### src/rtl/xlate_pkg.sv
package xlate_pkg;
  localparam int EA_W    = 64;
  localparam int CAUSE_W = 32;
  localparam int PSZ_W   = 6;
  localparam int PERM_W  = 3;
  localparam int CNT_W   = 5;

  localparam logic [1:0] ACC_RD    = 2'b00;
  localparam logic [1:0] ACC_WR    = 2'b01;
  localparam logic [1:0] ACC_FETCH = 2'b10;
  localparam logic [1:0] ACC_BAD   = 2'b11;

  localparam logic [2:0] K_OK     = 3'd0;
  localparam logic [2:0] K_ISEG   = 3'd1;
  localparam logic [2:0] K_DSEG   = 3'd2;
  localparam logic [2:0] K_ISTOR  = 3'd3;
  localparam logic [2:0] K_DSTOR  = 3'd4;
  localparam logic [2:0] K_BADACC = 3'd5;

  localparam int CAUSE_NOTRANS_BIT = 30;
  localparam int CAUSE_STORE_BIT   = 25;

  localparam logic [EA_W-1:0] REAL_MASK = 64'h0FFF_FFFF_FFFF_FFFF;

  typedef struct packed {
    logic [2:0]         kind;
    logic [CAUSE_W-1:0] cause;
    logic [EA_W-1:0]    faddr;
    logic [EA_W-1:0]    raddr;
    logic [PSZ_W-1:0]   psize;
    logic [PERM_W-1:0]  perm;
  } rsp_t;
endpackage

### src/rtl/xlate_classify.sv
module xlate_classify
  import xlate_pkg::*;
#(
  parameter int PID_W = 20,
  parameter int SZF_W = 5
) (
  input  logic [1:0]       acc,
  input  logic             ir,
  input  logic             dr,
  input  logic [1:0]       quad,
  input  logic [PID_W-1:0] cur_pid,
  input  logic [SZF_W-1:0] szf,
  output logic             is_bad,
  output logic             is_real,
  output logic             is_illq,
  output logic             is_oob,
  output logic [EA_W-1:0]  tbl_off
);
  localparam int SH_W = SZF_W + 2;

  logic             fetch;
  logic [PID_W-1:0] sel_pid;
  logic [SH_W-1:0]  shamt;
  logic [EA_W-1:0]  limit;

  always_comb begin
    fetch   = (acc == ACC_FETCH);
    is_bad  = (acc == ACC_BAD);
    is_real = !is_bad && (fetch ? !ir : !dr);
    is_illq = (quad == 2'd1) || (quad == 2'd2);
    sel_pid = (quad == 2'd0) ? cur_pid : '0;
    tbl_off = {{(EA_W-PID_W-4){1'b0}}, sel_pid, 4'b0000};
    shamt   = SH_W'(szf) + SH_W'(12);
    limit   = 64'd1 << shamt;
    is_oob  = (tbl_off >= limit);
  end
endmodule

### src/rtl/xlate_fault_fmt.sv
module xlate_fault_fmt
  import xlate_pkg::*;
(
  input  logic [1:0]         acc,
  input  logic [EA_W-1:0]    ea,
  input  logic               seg,
  input  logic [CAUSE_W-1:0] cause_in,
  output rsp_t               flt
);
  logic fetch;
  always_comb begin
    fetch = (acc == ACC_FETCH);
    flt   = '0;
    if (seg) begin
      flt.kind  = fetch ? K_ISEG : K_DSEG;
      flt.faddr = fetch ? '0 : ea;
    end else begin
      flt.kind  = fetch ? K_ISTOR : K_DSTOR;
      flt.faddr = fetch ? '0 : ea;
      flt.cause = cause_in;
      if (acc == ACC_WR) flt.cause[CAUSE_STORE_BIT] = 1'b1;
    end
  end
endmodule

### src/rtl/xlate_entry_decode.sv
module xlate_entry_decode
  import xlate_pkg::*;
(
  input  logic [EA_W-1:0]  entry,
  output logic [EA_W-1:0]  root_base,
  output logic [CNT_W-1:0] root_cnt,
  output logic [PSZ_W-1:0] space
);
  logic unused_rsv;
  assign unused_rsv = ^{entry[63], entry[60:56]};

  always_comb begin
    root_base = {8'h00, entry[55:8], 8'h00};
    root_cnt  = entry[4:0];
    space     = PSZ_W'({entry[62:61], entry[7:5]}) + PSZ_W'(31);
  end
endmodule

### src/rtl/xlate_frontend.sv
module xlate_frontend
  import xlate_pkg::*;
#(
  parameter int PID_W      = 20,
  parameter int SZF_W      = 5,
  parameter int REAL_PSIZE = 12
) (
  input  logic               clk,
  input  logic               rst,
  input  logic               req_valid,
  output logic               req_ready,
  input  logic [1:0]         req_acc,
  input  logic               req_ir,
  input  logic               req_dr,
  input  logic [EA_W-1:0]    req_ea,
  input  logic [PID_W-1:0]   cur_pid,
  input  logic [EA_W-1:0]    ptab_base,
  input  logic [SZF_W-1:0]   ptab_szf,
  output logic               mem_req_valid,
  output logic [EA_W-1:0]    mem_req_addr,
  input  logic               mem_rsp_valid,
  input  logic [EA_W-1:0]    mem_rsp_data,
  output logic               walk_start,
  output logic [EA_W-1:0]    walk_ea,
  output logic [EA_W-1:0]    walk_root_base,
  output logic [CNT_W-1:0]   walk_root_cnt,
  output logic [PSZ_W-1:0]   walk_space,
  input  logic               walk_done,
  input  logic               walk_fault,
  input  logic [CAUSE_W-1:0] walk_cause,
  input  logic [EA_W-1:0]    walk_raddr,
  input  logic [PSZ_W-1:0]   walk_psize,
  input  logic [PERM_W-1:0]  walk_perm,
  output logic               rsp_valid,
  input  logic               rsp_ready,
  output logic [2:0]         rsp_kind,
  output logic [CAUSE_W-1:0] rsp_cause,
  output logic [EA_W-1:0]    rsp_fault_addr,
  output logic [EA_W-1:0]    rsp_raddr,
  output logic [PSZ_W-1:0]   rsp_psize,
  output logic [PERM_W-1:0]  rsp_perm
);
  typedef enum logic [2:0] {S_IDLE, S_MREQ, S_MWAIT, S_WSTART, S_WWAIT, S_RESP} st_e;

  st_e               state;
  logic [1:0]        acc_q;
  logic [EA_W-1:0]   ea_q;
  logic [EA_W-1:0]   maddr_q;
  logic [EA_W-1:0]   seed_base_q;
  logic [CNT_W-1:0]  seed_cnt_q;
  logic [PSZ_W-1:0]  seed_space_q;
  rsp_t              rsp_q;
  rsp_t              rsp_nxt;
  rsp_t              flt;

  logic              c_bad, c_real, c_illq, c_oob;
  logic [EA_W-1:0]   c_off;
  logic              idle, finish;
  logic [EA_W-1:0]   d_base;
  logic [CNT_W-1:0]  d_cnt;
  logic [PSZ_W-1:0]  d_space;
  logic [1:0]        f_acc;
  logic [EA_W-1:0]   f_ea;
  logic [CAUSE_W-1:0] f_cause;
  logic              f_seg;

  assign idle = (state == S_IDLE);

  xlate_classify #(.PID_W(PID_W), .SZF_W(SZF_W)) u_cls (
    .acc(req_acc), .ir(req_ir), .dr(req_dr), .quad(req_ea[63:62]),
    .cur_pid(cur_pid), .szf(ptab_szf),
    .is_bad(c_bad), .is_real(c_real), .is_illq(c_illq), .is_oob(c_oob),
    .tbl_off(c_off)
  );

  always_comb begin
    f_acc   = idle ? req_acc : acc_q;
    f_ea    = idle ? req_ea  : ea_q;
    f_seg   = idle && c_illq;
    f_cause = idle ? (CAUSE_W'(1) << CAUSE_NOTRANS_BIT) : walk_cause;
  end

  xlate_fault_fmt u_fmt (
    .acc(f_acc), .ea(f_ea), .seg(f_seg), .cause_in(f_cause), .flt(flt)
  );

  xlate_entry_decode u_dec (
    .entry(mem_rsp_data), .root_base(d_base), .root_cnt(d_cnt), .space(d_space)
  );

  always_comb begin
    rsp_nxt = '0;
    finish  = 1'b0;
    if (idle) begin
      if (req_valid) begin
        if (c_bad) begin
          finish        = 1'b1;
          rsp_nxt.kind  = K_BADACC;
          rsp_nxt.faddr = req_ea;
        end else if (c_real) begin
          finish        = 1'b1;
          rsp_nxt.raddr = req_ea & REAL_MASK;
          rsp_nxt.psize = PSZ_W'(REAL_PSIZE);
          rsp_nxt.perm  = 3'b111;
        end else if (c_illq || c_oob) begin
          finish  = 1'b1;
          rsp_nxt = flt;
        end
      end
    end else if (state == S_WWAIT && walk_done) begin
      finish = 1'b1;
      if (walk_fault) begin
        rsp_nxt = flt;
      end else begin
        rsp_nxt.raddr = walk_raddr;
        rsp_nxt.psize = walk_psize;
        rsp_nxt.perm  = walk_perm;
      end
    end
  end

  always_ff @(posedge clk) begin
    if (rst) begin
      state        <= S_IDLE;
      acc_q        <= '0;
      ea_q         <= '0;
      maddr_q      <= '0;
      seed_base_q  <= '0;
      seed_cnt_q   <= '0;
      seed_space_q <= '0;
      rsp_q        <= '0;
    end else begin
      if (finish) rsp_q <= rsp_nxt;
      case (state)
        S_IDLE: begin
          if (req_valid) begin
            acc_q <= req_acc;
            ea_q  <= req_ea;
            if (finish) state <= S_RESP;
            else begin
              maddr_q <= ptab_base + c_off;
              state   <= S_MREQ;
            end
          end
        end
        S_MREQ:   state <= S_MWAIT;
        S_MWAIT: begin
          if (mem_rsp_valid) begin
            seed_base_q  <= d_base;
            seed_cnt_q   <= d_cnt;
            seed_space_q <= d_space;
            state        <= S_WSTART;
          end
        end
        S_WSTART: state <= S_WWAIT;
        S_WWAIT:  if (walk_done) state <= S_RESP;
        S_RESP:   if (rsp_ready) state <= S_IDLE;
        default:  state <= S_IDLE;
      endcase
    end
  end

  assign req_ready      = idle;
  assign mem_req_valid  = (state == S_MREQ);
  assign mem_req_addr   = maddr_q;
  assign walk_start     = (state == S_WSTART);
  assign walk_ea        = {2'b00, ea_q[61:0]};
  assign walk_root_base = seed_base_q;
  assign walk_root_cnt  = seed_cnt_q;
  assign walk_space     = seed_space_q;
  assign rsp_valid      = (state == S_RESP);
  assign rsp_kind       = rsp_q.kind;
  assign rsp_cause      = rsp_q.cause;
  assign rsp_fault_addr = rsp_q.faddr;
  assign rsp_raddr      = rsp_q.raddr;
  assign rsp_psize      = rsp_q.psize;
  assign rsp_perm       = rsp_q.perm;
endmodule

### config.mk
export PLATFORM = sky130hd
export DESIGN_NAME = xlate_frontend
export DESIGN_NICKNAME = d
export VERILOG_FILES = /design/src/rtl/xlate_pkg.sv /design/src/rtl/xlate_classify.sv /design/src/rtl/xlate_fault_fmt.sv /design/src/rtl/xlate_entry_decode.sv /design/src/rtl/xlate_frontend.sv
export SDC_FILE = /design/constraint.sdc
export NUM_CORES = 1
export LEC_CHECK = 0
export CORE_AREA = 2 2 277 279
export CTS_BUF_LIST = sky130_fd_sc_hd__clkbuf_8
export DETAILED_ROUTE_END_ITERATION = 16
export DIE_AREA = 0 0 279 281
export DONT_BUFFER_PORTS = 1
export PLACE_DENSITY = 0.45
export SKIP_CTS_REPAIR_TIMING = 1
export SKIP_LAST_GASP = 1
export SYNTH_ARGS = -nofsm -noshare
export SYNTH_HDL_FRONTEND = slang
export SYNTH_HIERARCHICAL = 1
export SYNTH_SLANG_ARGS = --single-unit
### constraint.sdc
create_clock -name clk -period 4.5 [get_ports clk]
set_input_delay 0.9 -clock clk [delete_from_list [all_inputs] [get_ports clk]]
set_output_delay 0.9 -clock clk [all_outputs]
set_load 0.02 [all_outputs]
* Word level (Yosys, flattened, before mapping) *
Cells that the tools add are included.

storage, ports and cells
  flip-flop bits (word level) = 364
  input bits = 333
  output and inout bits = 379
  word-level logic and storage cells = 83

cells by class
  $add $sub $neg = 3
  $lt $le $gt $ge = 1
  equality and inequality tests = 15
  shift-type cells = 1
  mux-type cells = 35
  bitwise operators = 1
  reduce and logical (&&, ||, !) cells = 14

operators by type and width
  kind                                              count
  2-to-1 mux 172 bit                                4
  2-to-1 mux 73 bit                                 3
  2-to-1 mux 99 bit                                 2
  2-to-1 mux 64 bit                                 3
  2-to-1 mux 32 bit                                 3
  adder 64 x 24 -> 64 bit                           1
  greater-or-equal comparator 24 x 64 -> 1 bit      1
  left shift 1 x 7 -> 64 bit, first input constant  1
  2-to-1 mux 3 bit                                  8
  2-to-1 mux 20 bit                                 1
  case mux 3 bit (6 select lines)                   1
  == test 2 bit, second input constant              4
  2-to-1 mux 1 bit                                  8
  adder 5 x 4 -> 6 bit, second input constant       1
  adder 5 x 5 -> 6 bit, second input constant       1
  == test 3 x 2 -> 1 bit, second input constant     2
  == test 3 bit, second input constant              2
  != test 2 bit, second input constant              3
  == test 2 x 1 -> 1 bit, second input constant     2
  2-to-1 mux 2 bit                                  2
  AND reduction 2 bit                               2
  AND reduction 4 bit                               1
  == test 3 x 1 -> 1 bit, second input constant     1
  logical AND 1 bit                                 3
  7 further kinds                                   10

* Longest topological paths before layout *
  depth after elaboration = 12
  depth in mapped cells = 20
  mapped depth without buffers = 17

* By module *
The synthesis kept the hierarchy.

modules (own cells, without submodules)
  module              instances  cells an instance  area each (µm²)  sequential area each (µm²)
  xlate_frontend      1          2434               19484.9          7607.3
  xlate_fault_fmt     1          186                1301.2           0.0
  xlate_classify      1          167                1147.4           0.0
  xlate_entry_decode  1          81                 601.8            0.0

* Worst setup path before layout *
No wires, ideal clock.

  path kind = input -> register
  start = input ptab_szf[2]
  end = register maddr_q[61], in the netlist mem_req_addr[61]
  library setup time = 0.074 ns
  arrival = 4.494 ns
  data required time = 4.426 ns
  setup slack = -0.068 ns
  stages on the path = 19
  path buffers = 3
  cells stage by stage = inv_2 ha_1 mux2_2 nor3_1 nand3_1 ha_1 a21oi_1 o21ai_0 a21oi_1 o41a_1 o21ai_1 o41ai_2 and2_1 buf_2 nand2_1 buf_2 buf_2 a2111o_1 a31oi_1

on the way
  longest elaborated chain between the ends = 11

ends and longest elaborated chain
  item                                          RTL line               source
  from (decl)                                   xlate_frontend.sv:18   input logic [SZF_W-1:0] ptab_szf,
  adder 5 x 4 -> 6 bit                          xlate_classify.sv:33   shamt = SH_W'(szf) + SH_W'(12);
  left shift 1 x 7 -> 64 bit                    xlate_classify.sv:34   limit = 64'd1 << shamt;
  greater-or-equal comparator 24 x 64 -> 1 bit  xlate_classify.sv:35   is_oob = (tbl_off >= limit);
  via c_oob                                     xlate_frontend.sv:56   logic c_bad, c_real, c_illq, c_oob;
  logical OR 1 bit                              xlate_frontend.sv:105  end else if (c_illq || c_oob) begin
  2-to-1 mux 1 bit                              xlate_frontend.sv:105
  2-to-1 mux 1 bit                              xlate_frontend.sv:100  end else if (c_real) begin
  2-to-1 mux 1 bit                              xlate_frontend.sv:96   if (c_bad) begin
  2-to-1 mux 1 bit                              xlate_frontend.sv:95   if (req_valid) begin
  2-to-1 mux 1 bit                              xlate_frontend.sv:94   if (idle) begin
  inverter 1 bit (no line)                      -
  AND reduction 3 bit (no line)                 -
  to (signal assigned)                          xlate_frontend.sv:141  maddr_q <= ptab_base + c_off;
  to (decl)                                     xlate_frontend.sv:48   logic [EA_W-1:0] maddr_q;

The timed path passes the listed nets, and every way through them passes these cells.
A chain may end at the register's enable or synchronous reset.

* Worst setup path in the final report *
  start = input ptab_szf[3]
  end = register maddr_q[60], in the netlist mem_req_addr[60]

The elaborated chain is that of the path after synthesis.

==> impl_metrics.tcl <==
set metrics [dict create \
    endpoint_kind "flop" \
    yosys_warnings 6 \
    fin_crit_sh_pct 98.0 \
    cts_buffers 75 \
    drive_above_1_share_pct 12.0 \
    ys.flop_type "dfxtp_1" \
    setup_viol 0 \
    ctsRootBufferMaster "clkbuf_8" \
    start_kind "input port" \
    fin_hold_ws_ps 346 \
    first_iter_violations 1438 \
    antenna_found_initial 7 \
    dpl_cell_area_um2 22700 \
    dp_hpwl_um 61700 \
    synth_edf_count 0 \
    die_h_um 281 \
    cp_max_fo 27 \
    hp-class "input port to flop" \
    yosys.cell_types.count 80 \
    r2r_cells 6 \
    cp.required_ps 5100 \
    rows 101 \
    stdcell_count 3770 \
    cts.sinks 380 \
    utilization_pct 32.1 \
    clkTransAtPathRegs_ps 60 \
    drt_pass1_iterations 6 \
    grt_pass1_vias 19300 \
    vias_per_cell 5.31 \
    core_area_um2 75400 \
    synth-async-reset-ratio_pct 0 \
    cts-htree-levels 3 \
    gp_congestion 0.890 \
    relSlewSlack_pct -7.60 \
    die-area_um2 78400 \
    p_leak_nw 9.60 \
    drtAntennaViolNets 0 \
    globalRoute.totalOverflow 0 \
    hold_path_depth 2 \
    stdcell_area_um2 24200 \
    syn_avg_cell_area_um2 7.86 \
    powerDensity_nw_per_um2 493 \
    wl_per_cell_um 22.2 \
    worst_pin_slew_ps 1610 \
    rsz0062_at_grt "no" \
    clkLatencyLatePin_ps 680 \
    die_x_um 279 \
    synth_seq_cells 380 \
    ys_seq_area_share_pct 33.8 \
    netlist_area_um2 22500 \
    drv_slew 113 \
    dp_cells 3641 \
    max_freq_ghz 0.227 \
    status "finished with violations" \
    cts_max_path_buffers 3 \
    vias 20000 \
    area_growth_pct 7.36 \
    synthCells 2868 \
    routed_wl_um 83600 \
    violations "max-slew violations" \
    cts_tree "built" \
    vdd_drop_max_mv 0.275 \
    initial_core_util_pct 29.9 \
    fillers 8057 \
    fin_nets 3161 \
    grt_pass1_wl_um 122000 \
    route.detailed.drc 0 \
    grt_start_max_net_pins 382 \
    final.setup.tns_ps 0 \
    path_class "input port to flop" \
    finalHoldViolCount 0 \
    io_pins 712 \
    io_buffers 0 \
    grt_usage_pct 20.1 \
    min_period_ps 4410 \
    cp.arrival_ps 5010 \
    worst_clock_skew_ps 55.1 \
    max_cap_viol_count 0 \
]
## layer usage
metal	global-route usage, %	wire (um)	vias up
met3	7.12	7280	135
met5	0	34	-
li1	-	-	9478
met1	23.0	32900	9636
met4	5.65	2120	6
met2	35.2	41300	753
## registers in the layout (all words and copies together) (netlist names)
name / count
ea_q: 64
mem_req_addr: 64
rsp_raddr: 64
walk_root_base: 64
state: 3
acc_q: 2
walk_space: 6
rsp_kind: 3
rsp_cause: 32
rsp_psize: 6
walk_root_cnt: 5
rsp_fault_addr: 64
rsp_perm: 3
## layout by cell type, fill, tap and decap left out, types with 19 or more instances in the layout
cell / Yosys / layout
nand2_1: 454 / 451
dfxtp_1: 380 / 380
a21oi_1: 345 / 345
nor2_1: 236 / 234
conb_1: 4 / 135
buf_4: 251 / 111
and2_1: 96 / 94
clkbuf_8: 0 / 88
ha_1: 87 / 87
nor3_1: 85 / 83
a222oi_1: 72 / 72
mux2_2: 67 / 67
a221o_1: 61 / 61
nor2b_1: 56 / 56
o21ai_0: 53 / 53
inv_1: 30 / 48
a21o_1: 36 / 36
a22oi_1: 34 / 34
nand4_1: 32 / 32
nand3_1: 32 / 31
xnor2_1: 22 / 22
xor2_1: 22 / 22
and2b_1: 19 / 19
## worst max-delay path, cell delays in order
cell	delay [ps]
inv_1	50
ha_1	170
mux2_2	370
nor2b_1	250
nand2_1	100
ha_1	310
nand2_2	90
a311oi_1	50
a2111oi_1	430
o41a_1	210
o21ai_1	120
buf_4	180
o41ai_4	520
and2_4	270
nand2_2	80
buf_12	200
buf_4	160
nor4b_1	320
mux2i_1	130
nand2_1	70
## stage by stage
step                      setup WS, ps  total power, W
after floorplan                   19.7         0.00743
after global placement            -409         0.00831
after detailed placement          -467         0.00838
after CTS                          273          0.0121
after global routing              32.0          0.0126
final                             91.3          0.0119
## cell usage after synthesis (all sizes together) (31+ instances only)
| cell | instances | share of area [%] |
|---|---|---|
| mux2 | 67 | 3.3 |
| inv | 31 | 0.52 |
| nor2b | 56 | 1.6 |
| nand4 | 33 | 0.94 |
| a22oi | 34 | 1.1 |
| and2 | 96 | 2.7 |
| o21ai | 58 | 1.3 |
| ha | 87 | 4.8 |
| a21o | 36 | 1.2 |
| a221o | 61 | 2.7 |
| clkbuf | 161 | 2.7 |
| a222oi | 72 | 3.2 |
| a21oi | 346 | 7.7 |
| dfxtp | 380 | 34 |
| nor3 | 87 | 2.0 |
| nor2 | 237 | 4.0 |
| buf | 300 | 9.5 |
| nand2 | 455 | 7.6 |
| nand3 | 32 | 0.71 |
## report_power, final
group / switching, W / internal (W) / leakage, nW
Combinational: 0.00201 / 0.00147 / 5.67
Clock: 0.00164 / 0.00196 / 0.838
Sequential: 0.00101 / 0.00383 / 3.10
Total: 0.00466 / 0.00726 / 9.60
## final timing paths
path                            slack, ps            endpoint             start
worst max-delay path                   90    mem_req_addr[60]       ptab_szf[3]
worst min register to register        460            ea_q[63]          ea_q[63]
worst max register to register       1440       rsp_raddr[43]          state[2]
worst min-delay path                  350  walk_root_base[26]  mem_rsp_data[26]
## cells by family after synthesis
family	after synthesis	synth area share [%]
compound gates	719	21.5
mux	75	3.70
flops	380	33.8
simple gates	1066	21.6
other cells	4	0.0666
buf+inv	492	12.7
fa+ha+maj	88	4.92
xor+xnor	44	1.71
## final cells by class
class | instances | area (um^2) | share of cell area (%)
multi-input combinational | 2127 | 12600 | 52.2
clock inverter | 35 | 283 | 1.17
timing repair buffer | 125 | 1110 | 4.60
antenna | 6 | 15.0 | 0.0621
inverter | 31 | 116 | 0.481
sequential | 380 | 7610 | 31.4
clock buffer | 88 | 1210 | 5.01
tap | 978 | 1220 | 5.06
No activity file was read; power rests on OpenSTA's default activity.
